File: config.mk
export PLATFORM = sky130hd
export DESIGN_NAME = plic_core
export DESIGN_NICKNAME = d
export VERILOG_FILES = /design/src/rtl/plic_pkg.sv /design/src/rtl/plic_gateway.sv /design/src/rtl/plic_arbiter.sv /design/src/rtl/plic_core.sv
export SDC_FILE = /design/constraint.sdc
export NUM_CORES = 1
export LEC_CHECK = 0
export BUFFER_PORTS_ARGS = -buffer_cell sky130_fd_sc_hd__buf_2
export CAP_MARGIN = 20
export CORE_UTILIZATION = 46
export DETAILED_ROUTE_END_ITERATION = 10
export GPL_TIMING_DRIVEN = 0
export PLACE_DENSITY_LB_ADDON = 0.05
export SYNTH_ARGS = -nofsm -noshare
export SYNTH_HDL_FRONTEND = slang
export SYNTH_SLANG_ARGS = --single-unit
File: constraint.sdc
create_clock -name clk -period 17.1 [get_ports clk]
set_input_delay 1.71 -clock clk [delete_from_list [all_inputs] [get_ports clk]]
set_output_delay 1.71 -clock clk [all_outputs]
set_load 0.005 [all_outputs]
File: src/rtl/plic_pkg.sv
package plic_pkg;

    // Gateway state per source
    typedef enum logic [1:0] {
        GW_IDLE = 2'd0,
        GW_PEND = 2'd1,
        GW_SERV = 2'd2
    } gw_state_e;

    // Register kind, taken from the two top address bits
    typedef enum logic [1:0] {
        RK_PRIO = 2'd0,
        RK_CTX  = 2'd1,
        RK_MODE = 2'd2,
        RK_PEND = 2'd3
    } reg_kind_e;

    // Register select inside a context window
    localparam logic [1:0] SEL_EN    = 2'd0;
    localparam logic [1:0] SEL_THR   = 2'd1;
    localparam logic [1:0] SEL_CLAIM = 2'd2;

endpackage

File: src/rtl/plic_gateway.sv
module plic_gateway
    import plic_pkg::*;
#(
    parameter int NCTX       = 2,
    parameter bit EDGE_QUEUE = 1'b1,
    parameter int QMAX       = 3,
    localparam int CTX_W     = (NCTX > 1) ? $clog2(NCTX) : 1,
    localparam int CNT_W     = $clog2(QMAX + 1)
) (
    input  logic             clk,
    input  logic             rst_n,
    input  logic             src_in,
    input  logic             edge_mode,
    input  logic             claim,
    input  logic [CTX_W-1:0] claim_ctx,
    input  logic             cmpl,
    input  logic [CTX_W-1:0] cmpl_ctx,
    output logic             pend,
    output logic [CNT_W-1:0] qcnt
);

    localparam logic [CNT_W-1:0] CNT_MAX = CNT_W'(QMAX);

    gw_state_e        st_q, st_d;
    logic             src_q;
    logic [CNT_W-1:0] cnt_q, cnt_d;
    logic [CTX_W-1:0] own_q, own_d;
    logic             rise;
    logic             req;
    logic             q_inc;

    assign rise = src_in & ~src_q;
    assign req  = edge_mode ? rise : src_in;

    // Variant: store edges seen in service, or drop them
    generate
        if (EDGE_QUEUE) begin : g_queue
            assign q_inc = edge_mode && (st_q == GW_SERV) && rise && (cnt_q != CNT_MAX);
        end else begin : g_drop
            assign q_inc = 1'b0;
        end
    endgenerate

    // State register
    always_ff @(posedge clk or negedge rst_n) begin
        if (!rst_n) begin
            st_q  <= GW_IDLE;
            src_q <= 1'b0;
            cnt_q <= '0;
            own_q <= '0;
        end else begin
            st_q  <= st_d;
            src_q <= src_in;
            cnt_q <= cnt_d;
            own_q <= own_d;
        end
    end

    // Next state
    always_comb begin
        st_d  = st_q;
        cnt_d = cnt_q;
        own_d = own_q;
        unique case (st_q)
            GW_IDLE: begin
                if (req) begin
                    st_d = GW_PEND;                 // arrive
                end else if (edge_mode && cnt_q != '0) begin
                    st_d  = GW_PEND;                // replay
                    cnt_d = cnt_q - 1'b1;
                end
            end
            GW_PEND: begin
                if (claim) begin
                    st_d  = GW_SERV;                // claim
                    own_d = claim_ctx;
                end
            end
            GW_SERV: begin
                if (cmpl && cmpl_ctx == own_q) begin
                    st_d = GW_IDLE;                 // complete
                end
            end
            default: st_d = GW_IDLE;
        endcase
        if (q_inc) begin
            cnt_d = cnt_q + 1'b1;
        end
    end

    // Outputs
    always_comb begin
        pend = (st_q == GW_PEND);
        qcnt = cnt_q;
    end

endmodule

File: src/rtl/plic_arbiter.sv
module plic_arbiter #(
    parameter int NSRC = 8,
    parameter int PW   = 3,
    localparam int ID_W = $clog2(NSRC + 1)
) (
    input  logic [NSRC:0]         pend,
    input  logic [NSRC:0]         en,
    input  logic [NSRC:0][PW-1:0] prio,
    input  logic [PW-1:0]         thr,
    output logic [ID_W-1:0]       best_id,
    output logic                  irq
);

    logic          found;
    logic [PW-1:0] best_p;

    // Scan downward with >= so that the lowest ID wins a tie
    always_comb begin
        found   = 1'b0;
        best_p  = '0;
        best_id = '0;
        for (int s = NSRC; s >= 1; s--) begin
            if (pend[s] && en[s] && prio[s] != '0 && prio[s] >= thr &&
                (!found || prio[s] >= best_p)) begin
                found   = 1'b1;
                best_p  = prio[s];
                best_id = ID_W'(s);
            end
        end
        irq = found;
    end

endmodule

File: src/rtl/plic_core.sv
module plic_core
    import plic_pkg::*;
#(
    parameter int              NSRC        = 8,
    parameter int              NCTX        = 2,
    parameter int              PW          = 3,
    parameter logic [NCTX-1:0] CTX_PRESENT = '1,
    parameter bit              EDGE_QUEUE  = 1'b1,
    parameter int              QMAX        = 3,
    parameter int              AW          = 8,
    parameter int              DW          = 32
) (
    input  logic            clk,
    input  logic            rst_n,
    input  logic [NSRC-1:0] src_irq,
    input  logic            reg_we,
    input  logic            reg_re,
    input  logic [AW-1:0]   reg_addr,
    input  logic [DW-1:0]   reg_wdata,
    output logic [DW-1:0]   reg_rdata,
    output logic [NCTX-1:0] irq_out
);

    localparam int ID_W  = $clog2(NSRC + 1);
    localparam int CTX_W = (NCTX > 1) ? $clog2(NCTX) : 1;
    localparam int CNT_W = $clog2(QMAX + 1);
    localparam int IDX_W = AW - 2;
    localparam int NUM_W = AW - 4;

    // Address decode
    reg_kind_e        kind;
    logic [IDX_W-1:0] idx;
    logic [1:0]       sel;
    logic [NUM_W-1:0] ctx_num;
    logic             ctx_ok;
    logic [CTX_W-1:0] ctx_idx;

    assign kind    = reg_kind_e'(reg_addr[AW-1:AW-2]);
    assign idx     = reg_addr[IDX_W-1:0];
    assign sel     = reg_addr[1:0];
    assign ctx_num = reg_addr[IDX_W-1:2];

    // Configuration state
    logic [NSRC:0][PW-1:0] prio_q;
    logic [NSRC:0]         mode_q;
    logic [NCTX-1:0][NSRC:0] en_w;
    logic [NCTX-1:0][PW-1:0] thr_w;
    logic [NCTX-1:0]         we_en, we_thr;

    // Arbitration and gateway wiring
    logic [NCTX-1:0][ID_W-1:0] best_id;
    logic [NCTX-1:0]           ctx_irq;
    logic [NSRC-1:0]           gw_pend;
    logic [NSRC:0]             pend_vec;
    logic [NSRC-1:0][CNT_W-1:0] qcnt;
    logic [ID_W-1:0]           claim_id;
    logic                      claim_fire;
    logic                      cmpl_fire;

    assign pend_vec = {gw_pend, 1'b0};

    always_comb begin
        ctx_ok  = 1'b0;
        ctx_idx = '0;
        for (int c = 0; c < NCTX; c++) begin
            if (kind == RK_CTX && ctx_num == NUM_W'(c) && CTX_PRESENT[c]) begin
                ctx_ok  = 1'b1;
                ctx_idx = CTX_W'(c);
            end
        end
    end

    always_comb begin
        for (int c = 0; c < NCTX; c++) begin
            we_en[c]  = reg_we && ctx_ok && ctx_idx == CTX_W'(c) && sel == SEL_EN;
            we_thr[c] = reg_we && ctx_ok && ctx_idx == CTX_W'(c) && sel == SEL_THR;
        end
    end

    always_comb begin
        claim_id = '0;
        for (int c = 0; c < NCTX; c++) begin
            if (ctx_idx == CTX_W'(c)) begin
                claim_id = best_id[c];
            end
        end
    end

    assign claim_fire = reg_re && ctx_ok && sel == SEL_CLAIM && claim_id != '0;
    assign cmpl_fire  = reg_we && ctx_ok && sel == SEL_CLAIM;

    // Global registers: priorities and trigger modes
    always_ff @(posedge clk or negedge rst_n) begin
        if (!rst_n) begin
            prio_q <= '0;
            mode_q <= '0;
        end else if (reg_we) begin
            if (kind == RK_PRIO) begin
                for (int s = 1; s <= NSRC; s++) begin
                    if (idx == IDX_W'(s)) begin
                        prio_q[s] <= reg_wdata[PW-1:0];
                    end
                end
            end
            if (kind == RK_MODE) begin
                mode_q <= {reg_wdata[NSRC:1], 1'b0};
            end
        end
    end

    // Per-context registers and arbiters; absent slots are tied off
    generate
        for (genvar c = 0; c < NCTX; c++) begin : g_ctx
            if (CTX_PRESENT[c]) begin : g_on
                logic [NSRC:0]  en_r;
                logic [PW-1:0]  thr_r;
                always_ff @(posedge clk or negedge rst_n) begin
                    if (!rst_n) begin
                        en_r  <= '0;
                        thr_r <= '0;
                    end else begin
                        if (we_en[c])  en_r  <= {reg_wdata[NSRC:1], 1'b0};
                        if (we_thr[c]) thr_r <= reg_wdata[PW-1:0];
                    end
                end
                assign en_w[c]  = en_r;
                assign thr_w[c] = thr_r;
                plic_arbiter #(
                    .NSRC (NSRC),
                    .PW   (PW)
                ) u_arb (
                    .pend    (pend_vec),
                    .en      (en_r),
                    .prio    (prio_q),
                    .thr     (thr_r),
                    .best_id (best_id[c]),
                    .irq     (ctx_irq[c])
                );
            end else begin : g_off
                assign en_w[c]    = '0;
                assign thr_w[c]   = '0;
                assign best_id[c] = '0;
                assign ctx_irq[c] = 1'b0;
            end
        end
    endgenerate

    assign irq_out = ctx_irq;

    // Gateways, one per source
    generate
        for (genvar s = 1; s <= NSRC; s++) begin : g_src
            plic_gateway #(
                .NCTX       (NCTX),
                .EDGE_QUEUE (EDGE_QUEUE),
                .QMAX       (QMAX)
            ) u_gw (
                .clk       (clk),
                .rst_n     (rst_n),
                .src_in    (src_irq[s-1]),
                .edge_mode (mode_q[s]),
                .claim     (claim_fire && claim_id == ID_W'(s)),
                .claim_ctx (ctx_idx),
                .cmpl      (cmpl_fire && reg_wdata == DW'(s)),
                .cmpl_ctx  (ctx_idx),
                .pend      (gw_pend[s-1]),
                .qcnt      (qcnt[s-1])
            );
        end
    endgenerate

    // Read mux
    always_comb begin
        reg_rdata = '0;
        unique case (kind)
            RK_PRIO: begin
                for (int s = 1; s <= NSRC; s++) begin
                    if (idx == IDX_W'(s)) reg_rdata = DW'(prio_q[s]);
                end
            end
            RK_CTX: begin
                for (int c = 0; c < NCTX; c++) begin
                    if (ctx_ok && ctx_idx == CTX_W'(c)) begin
                        unique case (sel)
                            SEL_EN:    reg_rdata = DW'(en_w[c]);
                            SEL_THR:   reg_rdata = DW'(thr_w[c]);
                            SEL_CLAIM: reg_rdata = DW'(best_id[c]);
                            default:   reg_rdata = '0;
                        endcase
                    end
                end
            end
            RK_MODE: reg_rdata = DW'(mode_q);
            RK_PEND: reg_rdata = DW'(pend_vec);
            default: reg_rdata = '0;
        endcase
    end

endmodule

# Yosys cells after proc, flatten, opt, wreduce, memory -nomap -nowiden
# Cells that the tools add are included.
dict set report op_classes {
  addsub 16
  order_cmp 30
  eq_ne 94
  muxes 143
  bitwise_logic 17
  reduce_logical 238
}
# operator count
set op_table {}
lappend op_table {{32-bit 2-to-1 mux} 6}
lappend op_table {{1-bit logical AND} 133}
lappend op_table {{32-bit by 3-bit equality test with 1-bit output, second input constant} 4}
lappend op_table {{2-bit 2-to-1 mux} 64}
lappend op_table {{32-bit case mux with 4 select lines} 1}
lappend op_table {{3-bit greater-or-equal comparator} 30}
lappend op_table {{3-bit AND reduction} 24}
lappend op_table {{4-bit 2-to-1 mux} 17}
lappend op_table {{32-bit by 2-bit equality test with 1-bit output, second input constant} 2}
lappend op_table {{9-bit case mux with 3 select lines} 2}
lappend op_table {{3-bit 2-to-1 mux} 17}
lappend op_table {{2-bit != test, second input constant} 24}
lappend op_table {{2-bit case mux with 3 select lines} 8}
lappend op_table {{2-bit nonzero test} 24}
lappend op_table {{32-bit by 1-bit equality test with 1-bit output, second input constant} 1}
lappend op_table {{32-bit by 4-bit equality test with 1-bit output, second input constant} 1}
lappend op_table {{1-bit 2-to-1 mux} 27}
lappend op_table {{6-bit by 3-bit equality test with 1-bit output, second input constant} 4}
lappend op_table {{3-bit by 1-bit != test with 1-bit output, second input constant} 8}
lappend op_table {{3-bit nonzero test} 8}
lappend op_table {{2-bit equality test, second input constant} 11}
lappend op_table {{2-bit by 1-bit equality test with 1-bit output, second input constant} 10}
lappend op_table {{2-bit zero test} 10}
lappend op_table {{2-bit AND reduction} 9}
lappend op_table {{18 further kinds} 93}
dict set report word_totals {
  regBits 102
  inputBits 52
  out_inout_bits 34
  word_cells 583
}

# Depth between registers and ports, before layout
dict set report depth {
  word_depth 39
  depth_mapped 55
  depth_no_buf 55
}

# Cells and area by module
# A second synthesis with hierarchy kept.
dict set report unflattened {
  hier_cells 996
  hier_area_um2 9071.2
}
# mod instances cells_per_inst area_each_um2
set by_module_without_submodules {}
lappend by_module_without_submodules {plic_core 1 327 3342.0}
lappend by_module_without_submodules {{plic_arbiter (g_ctx[1].g_on.u_arb)} 1 201 1520.2}
lappend by_module_without_submodules {{plic_arbiter (g_ctx[0].g_on.u_arb)} 1 197 1506.4}
lappend by_module_without_submodules {{plic_gateway (g_src[1].u_gw ...)} 4 35 341.6}
lappend by_module_without_submodules {{plic_gateway (g_src[6].u_gw ...)} 3 32 330.3}
lappend by_module_without_submodules {{plic_gateway (g_src[5].u_gw)} 1 35 345.3}

# Worst setup path before layout
# OpenSTA, ideal clock, no wires.
dict set report synth_path {
  path_kind {flip-flop to output port}
  from {reg g_ctx[1].g_on.thr_r[2]}
  to {out reg_rdata[0]}
  arrival_time_ns 10.700
  required_ns 15.390
  path_slack_ns 4.690
  path_stages_with_launch 56
  n_path_buf 0
  path_cell_list {dfrtp_1 > inv_1 > ha_1 > a21o_1 > a31oi_1 > nor2_1 > nand2_1 > ha_1 > o21ai_0 > nor2_1 > or4_4 > nand3_2 > nand2_1 > ha_1 > nand2b_1 > a21o_1 > a21oi_1 > a21o_1 > (+20 left out) > mux2_4 > ha_1 > nand2b_1 > a21oi_1 > nor2b_1 > o21bai_1 > nand2_1 > mux2_2 > ha_1 > nand2b_1 > a21o_1 > a21o_1 > and2_1 > a21oi_1 > a31oi_2 > a22oi_1 > o2111a_1 > nor3_1}
}
dict set report synth_between {
  elab_chain_cells 34
  elab_cells_between_ends 68
  cone_classes {order compare: 15; mux: 24; reduce/logical: 29}
}
# element line
set synth_lines {}
lappend synth_lines {{start, declared} plic_core.sv:116} ;# logic [PW-1:0] thr_r;
lappend synth_lines {{start signal, assigned} plic_core.sv:123} ;# if (we_thr[c]) thr_r <= reg_wdata[PW-1:0];
lappend synth_lines {{3-bit greater-or-equal comparator} plic_arbiter.sv:23} ;# if (pend[s] && en[s] && prio[s] != '0 && prio[s] >= thr &&
lappend synth_lines {{1-bit logical AND} plic_arbiter.sv:23}
lappend synth_lines {{3-bit 2-to-1 mux or 1-bit 2-to-1 mux (tied branches)} plic_arbiter.sv:23}
lappend synth_lines {{3-bit greater-or-equal comparator or 1-bit zero test (tied branches)} plic_arbiter.sv:24} ;# (!found || prio[s] >= best_p)) begin
lappend synth_lines {{1-bit logical OR} plic_arbiter.sv:24}
lappend synth_lines {{1-bit logical AND} plic_arbiter.sv:23}
lappend synth_lines {{3-bit 2-to-1 mux or 1-bit 2-to-1 mux (tied branches)} plic_arbiter.sv:23}
lappend synth_lines {{3-bit greater-or-equal comparator or 1-bit zero test (tied branches)} plic_arbiter.sv:24}
lappend synth_lines {{(+18 left out)} n/a}
lappend synth_lines {{3-bit 2-to-1 mux or 1-bit 2-to-1 mux (tied branches)} plic_arbiter.sv:23}
lappend synth_lines {{3-bit greater-or-equal comparator or 1-bit zero test (tied branches)} plic_arbiter.sv:24}
lappend synth_lines {{1-bit logical OR} plic_arbiter.sv:24}
lappend synth_lines {{1-bit logical AND} plic_arbiter.sv:23}
lappend synth_lines {{4-bit 2-to-1 mux *} plic_arbiter.sv:23}
lappend synth_lines {{9-bit case mux with 3 select lines *} plic_core.sv:184} ;# unique case (sel)
lappend synth_lines {{32-bit 2-to-1 mux *} plic_core.sv:183} ;# if (ctx_ok && ctx_idx == CTX_W'(c)) begin
lappend synth_lines {{32-bit case mux with 4 select lines *} plic_core.sv:175} ;# unique case (kind)
lappend synth_lines {{end, declared} plic_core.sv:20} ;# output logic [DW-1:0] reg_rdata,
# Every way passes the cells marked *; elsewhere a longest branch is shown, timed or not.

# Worst setup path in the final report
dict set report layout_path {
  from {reg g_ctx[1].g_on.thr_r[0]}
  to {out reg_rdata[0]}
}
dict set report layout_between {
  elab_chain_cells 34
  elab_cells_between_ends 68
  cone_classes {order compare: 15; mux: 24; reduce/logical: 29}
}
# element line
set layout_lines {}
lappend layout_lines {{3-bit greater-or-equal comparator} plic_arbiter.sv:23}
lappend layout_lines {{1-bit logical AND} plic_arbiter.sv:23}
lappend layout_lines {{3-bit 2-to-1 mux or 1-bit 2-to-1 mux (tied branches)} plic_arbiter.sv:23}
lappend layout_lines {{3-bit greater-or-equal comparator or 1-bit zero test (tied branches)} plic_arbiter.sv:24}
lappend layout_lines {{1-bit logical OR} plic_arbiter.sv:24}
lappend layout_lines {{1-bit logical AND} plic_arbiter.sv:23}
lappend layout_lines {{3-bit 2-to-1 mux or 1-bit 2-to-1 mux (tied branches)} plic_arbiter.sv:23}
lappend layout_lines {{3-bit greater-or-equal comparator or 1-bit zero test (tied branches)} plic_arbiter.sv:24}
lappend layout_lines {{(+18 left out)} n/a}
lappend layout_lines {{3-bit 2-to-1 mux or 1-bit 2-to-1 mux (tied branches)} plic_arbiter.sv:23}
lappend layout_lines {{3-bit greater-or-equal comparator or 1-bit zero test (tied branches)} plic_arbiter.sv:24}
lappend layout_lines {{1-bit logical OR} plic_arbiter.sv:24}
lappend layout_lines {{1-bit logical AND} plic_arbiter.sv:23}
lappend layout_lines {{4-bit 2-to-1 mux} plic_arbiter.sv:23}
lappend layout_lines {{9-bit case mux with 3 select lines *} plic_core.sv:184}
lappend layout_lines {{32-bit 2-to-1 mux *} plic_core.sv:183}
lappend layout_lines {{32-bit case mux with 4 select lines *} plic_core.sv:175}
# Marked as above.

==> flow_summary_export.csv <==
group,metric,value,unit
outcome,outcome,"completed",
sta,max_freq,65.18,MHz
route,drc,0,
clock_tree,cts_resized,0,
power,p_per_area,59.35,mW/mm²
clock_tree,cts_setup_buffers,0,
yosys,synth_warnings,0,
yosys,synth_top_flop_cell,"dfrtp_1",
cells_and_area,instances_no_fill,1250,
global_routing,grt_usage,27.62,%
cells_and_area,multiInputGateArea,0.005792,mm²
die,dieHeight,139.3,µm
placed_design,numPortBuffers,59,
die,initial_core_util,47.65,%
critical_path,critPathSlowestCell,"dfrtp_1",
power,p_leak,4.435,nW
critical_path,worstPathMaxFanout,10,
sta,finalSetupViolCount,0,
critical_path,cp.arrival,13.63,ns
route,postRouteAntennaNets,0,
clock_tree,cts.clk_slew.worst_paths,0.07,ns
clock_tree,clockBufferDepth,2,
critical_path,startpoint_type,"flip-flop",
sta,worst_pin_slew,0.8602,ns
placed_design,dp.cells,1234,
sta,final.setup.tns,0,ns
flow_run,maxCapViolCount,0,
sta,rsz0062_at_grt,"false",
route,num_vias,7433,
sta,drv_slew,0,
sta,clock_skew,0.01094,ns
sta,fin_worst_hold_slack,0.4740,ns
clock_tree,clk_latency,0.36,ns
route,drtIter0Drc,475,
global_routing,grt_pass1_wl,40570,µm
die,core-area,0.01821,mm²
placed_design,dp_hpwl,19770,µm
clock_tree,cts_tree,"built",
critical_path,r2r_slack,3.46,ns
cells_and_area,diodes,0,
global_routing,grt_pass1_vias,7194,
yosys,yosysSeqAreaShare,29.42,%
route,vias_per_cell,5.946,
die,ios,86,
cells_and_area,nFillCells,1714,
sta,maxSlewHeadroom,42.12,%
yosys,synth_area_per_cell,9.401,µm²
power,max-vdd-ir-drop,45.46,µV
clock_tree,ctsHtreeMaxLevel,3,
critical_path,cpPeakStageDelay,0.83,ns
yosys,ys_ff_latch,102,
sta,hold_viol,0,
route,dr.pass1.iters,5,
critical_path,cp-end-kind,"output pin",
clock_tree,cts.sinks,102,
global_routing,grt_max_degree,69,
yosys,synth.distinct_cells,91,
clock_tree,ctsHoldBuffers,0,
yosys,async_flop_share,100.0,%
global_routing,grt-ovfl-total,0,
cells_and_area,nets,1158,
cells_and_area,synthToLayoutAreaGrowth,11.22,%
route,wl_per_cell,20.42,µm
global_routing,antenna_found_initial,0,
yosys,syn_area,0.008677,mm²
yosys,syn-instance-count,923,
sta,min_period,15.34,ns
power,power,0.0005727,W
placed_design,gp_congestion,0.9058,
yosys,synth-edff-count,0,
hold_path,hp-class,"reg2reg",
cells_and_area,seq_area,0.002552,mm²
route,wl,25520,µm
die,die_width,139.3,µm
sta,post-route-period-util,89.72,%
clock_tree,cts_root_buf,"clkbuf_16",
clock_tree,numCtsBuffers,9,
critical_path,critPathKind,"reg2out",
cells_and_area,drive_above_1_share,21.16,%
die,dieArea,0.01942,mm²
critical_path,worstPathRequired,15.39,ns
die,placementRows,49,
==> area by class of cell <==
cell class	count	share of cell area, %
clock inverter	6	0.5186
multi-input combinational	758	60.02
buffer	46	2.788
inverter	39	1.517
timing repair buffer	60	3.371
tap	229	2.969
sequential	102	26.45
clock buffer	10	2.373
==> placed cells by master (no fill, tap or decap), types with 24 or more instances in the layout <==
| cell | n |
|---|---|
| dfrtp_1 | 102 |
| ha_1 | 90 |
| nand2_1 | 78 |
| mux2_2 | 66 |
| buf_2 | 60 |
| o21ai_0 | 48 |
| a21oi_1 | 47 |
| inv_1 | 39 |
| nor2_1 | 33 |
| nor2b_1 | 32 |
| nand3_1 | 28 |
| a21o_1 | 26 |
| buf_4 | 26 |
| nand2b_1 | 24 |
==> synthesized netlist by cell type, drive strengths merged, types with 9 or more instances <==
| cell | n | area share (%) |
|---|---|---|
| dfrtp | 102 | 29 |
| ha | 90 | 13 |
| nand2 | 78 | 3.4 |
| mux2 | 74 | 9.9 |
| o21ai | 50 | 2.9 |
| a21oi | 49 | 3.0 |
| inv | 39 | 1.7 |
| nor2 | 35 | 1.6 |
| nand3 | 33 | 2.3 |
| nor2b | 32 | 2.3 |
| buf | 30 | 2.4 |
| a21o | 26 | 2.2 |
| nand2b | 24 | 1.7 |
| a31oi | 18 | 1.4 |
| mux2i | 17 | 2.0 |
| clkbuf | 16 | 0.69 |
| a211oi | 14 | 1.2 |
| nor3 | 14 | 0.81 |
| and3 | 13 | 1.1 |
| nor4 | 13 | 1.0 |
| nand4 | 9 | 0.65 |
| o211ai | 9 | 0.78 |
| o21a | 9 | 0.78 |
| xnor2 | 9 | 0.91 |
==> per-layer routing <==
metal	vias to the layer above	part of all wire, %	global-route usage, %	wire length (µm)
li1	3626	-	-	-
met1	3543	47	37.70	11900
met2	224	44	43.03	11140
met3	40	6.3	5.265	1603
met4	0	3.5	10.99	881
met5	-	0	0	0
==> through the flow <==
step / cell area [µm²] / setup slack (ns) / utilization [%]
floorplan: 8760 / 4.690 / -
global placement: 9341 / 2.375 / 51.30
detailed placement: 9371 / 2.375 / 51.47
CTS: 9651 / 1.927 / 53.00
global route: 9651 / 0.7177 / 53.00
finish: 9651 / 1.757 / 53.00
==> worst paths after layout <==
path                                                     from                           endpoint  cells after the start
hold reg to reg             g_src[8].u_gw.st_q[1]$_DFFE_PN0P_  g_src[8].u_gw.st_q[0]$_DFFE_PN0P_                      1
hold / removal              g_src[8].u_gw.st_q[1]$_DFFE_PN0P_  g_src[8].u_gw.st_q[0]$_DFFE_PN0P_                      1
min in group asynchronous                               rst_n             prio_q[12]$_DFFE_PN0P_                      1
setup reg to reg           g_ctx[1].g_on.thr_r[0]$_DFFE_PN0P_    g_src[6].u_gw.own_q$_DFFE_PN0P_                     54
max in group asynchronous                               rst_n    g_src[4].u_gw.own_q$_DFFE_PN0P_                      2
setup / recovery           g_ctx[1].g_on.thr_r[0]$_DFFE_PN0P_                       reg_rdata[0]                     55
==> sequential cells by signal, summed over array words and instances, names as in the netlist <==
signal / count
g_ctx.g_on.thr_r: 6
g_ctx.g_on.en_r: 16
g_src.u_gw.src_q: 8
prio_q: 24
g_src.u_gw.st_q: 16
mode_q: 8
g_src.u_gw.qcnt: 16
g_src.u_gw.own_q: 8
==> power by group <==
part	internal [W]	switching, W
combinational	0.0000421	0.0000554
sequential	0.000253	0.0000198
clock	0.000101	0.000101
==> cell families after synthesis <==
kind of cell / Yosys count / share of synthesized area [%]
AOI/OAI and AO/OA: 252 / 20.94
muxes: 94 / 12.60
adders and majority gates: 90 / 12.98
buffers and inverters: 85 / 4.787
other: 1 / 0.04322
and+or+nand+nor: 289 / 18.23
DFF: 102 / 29.42
xor gates and xnor gates: 10 / 1.009
==> worst max-delay path: cells and delay by family, from the launching register on <==
family | cells | cell delay [ns]
flip-flops | 1 | 0.83
AND/OR/NAND/NOR | 19 | 3.18
buffers and inverters | 1 | 0.17
multiplexers | 4 | 1.35
adder cells (fa/ha/maj) | 8 | 2.12
AO/OA/AOI/OAI | 23 | 5.63
Note: power is estimated with default switching activity, not from simulation.
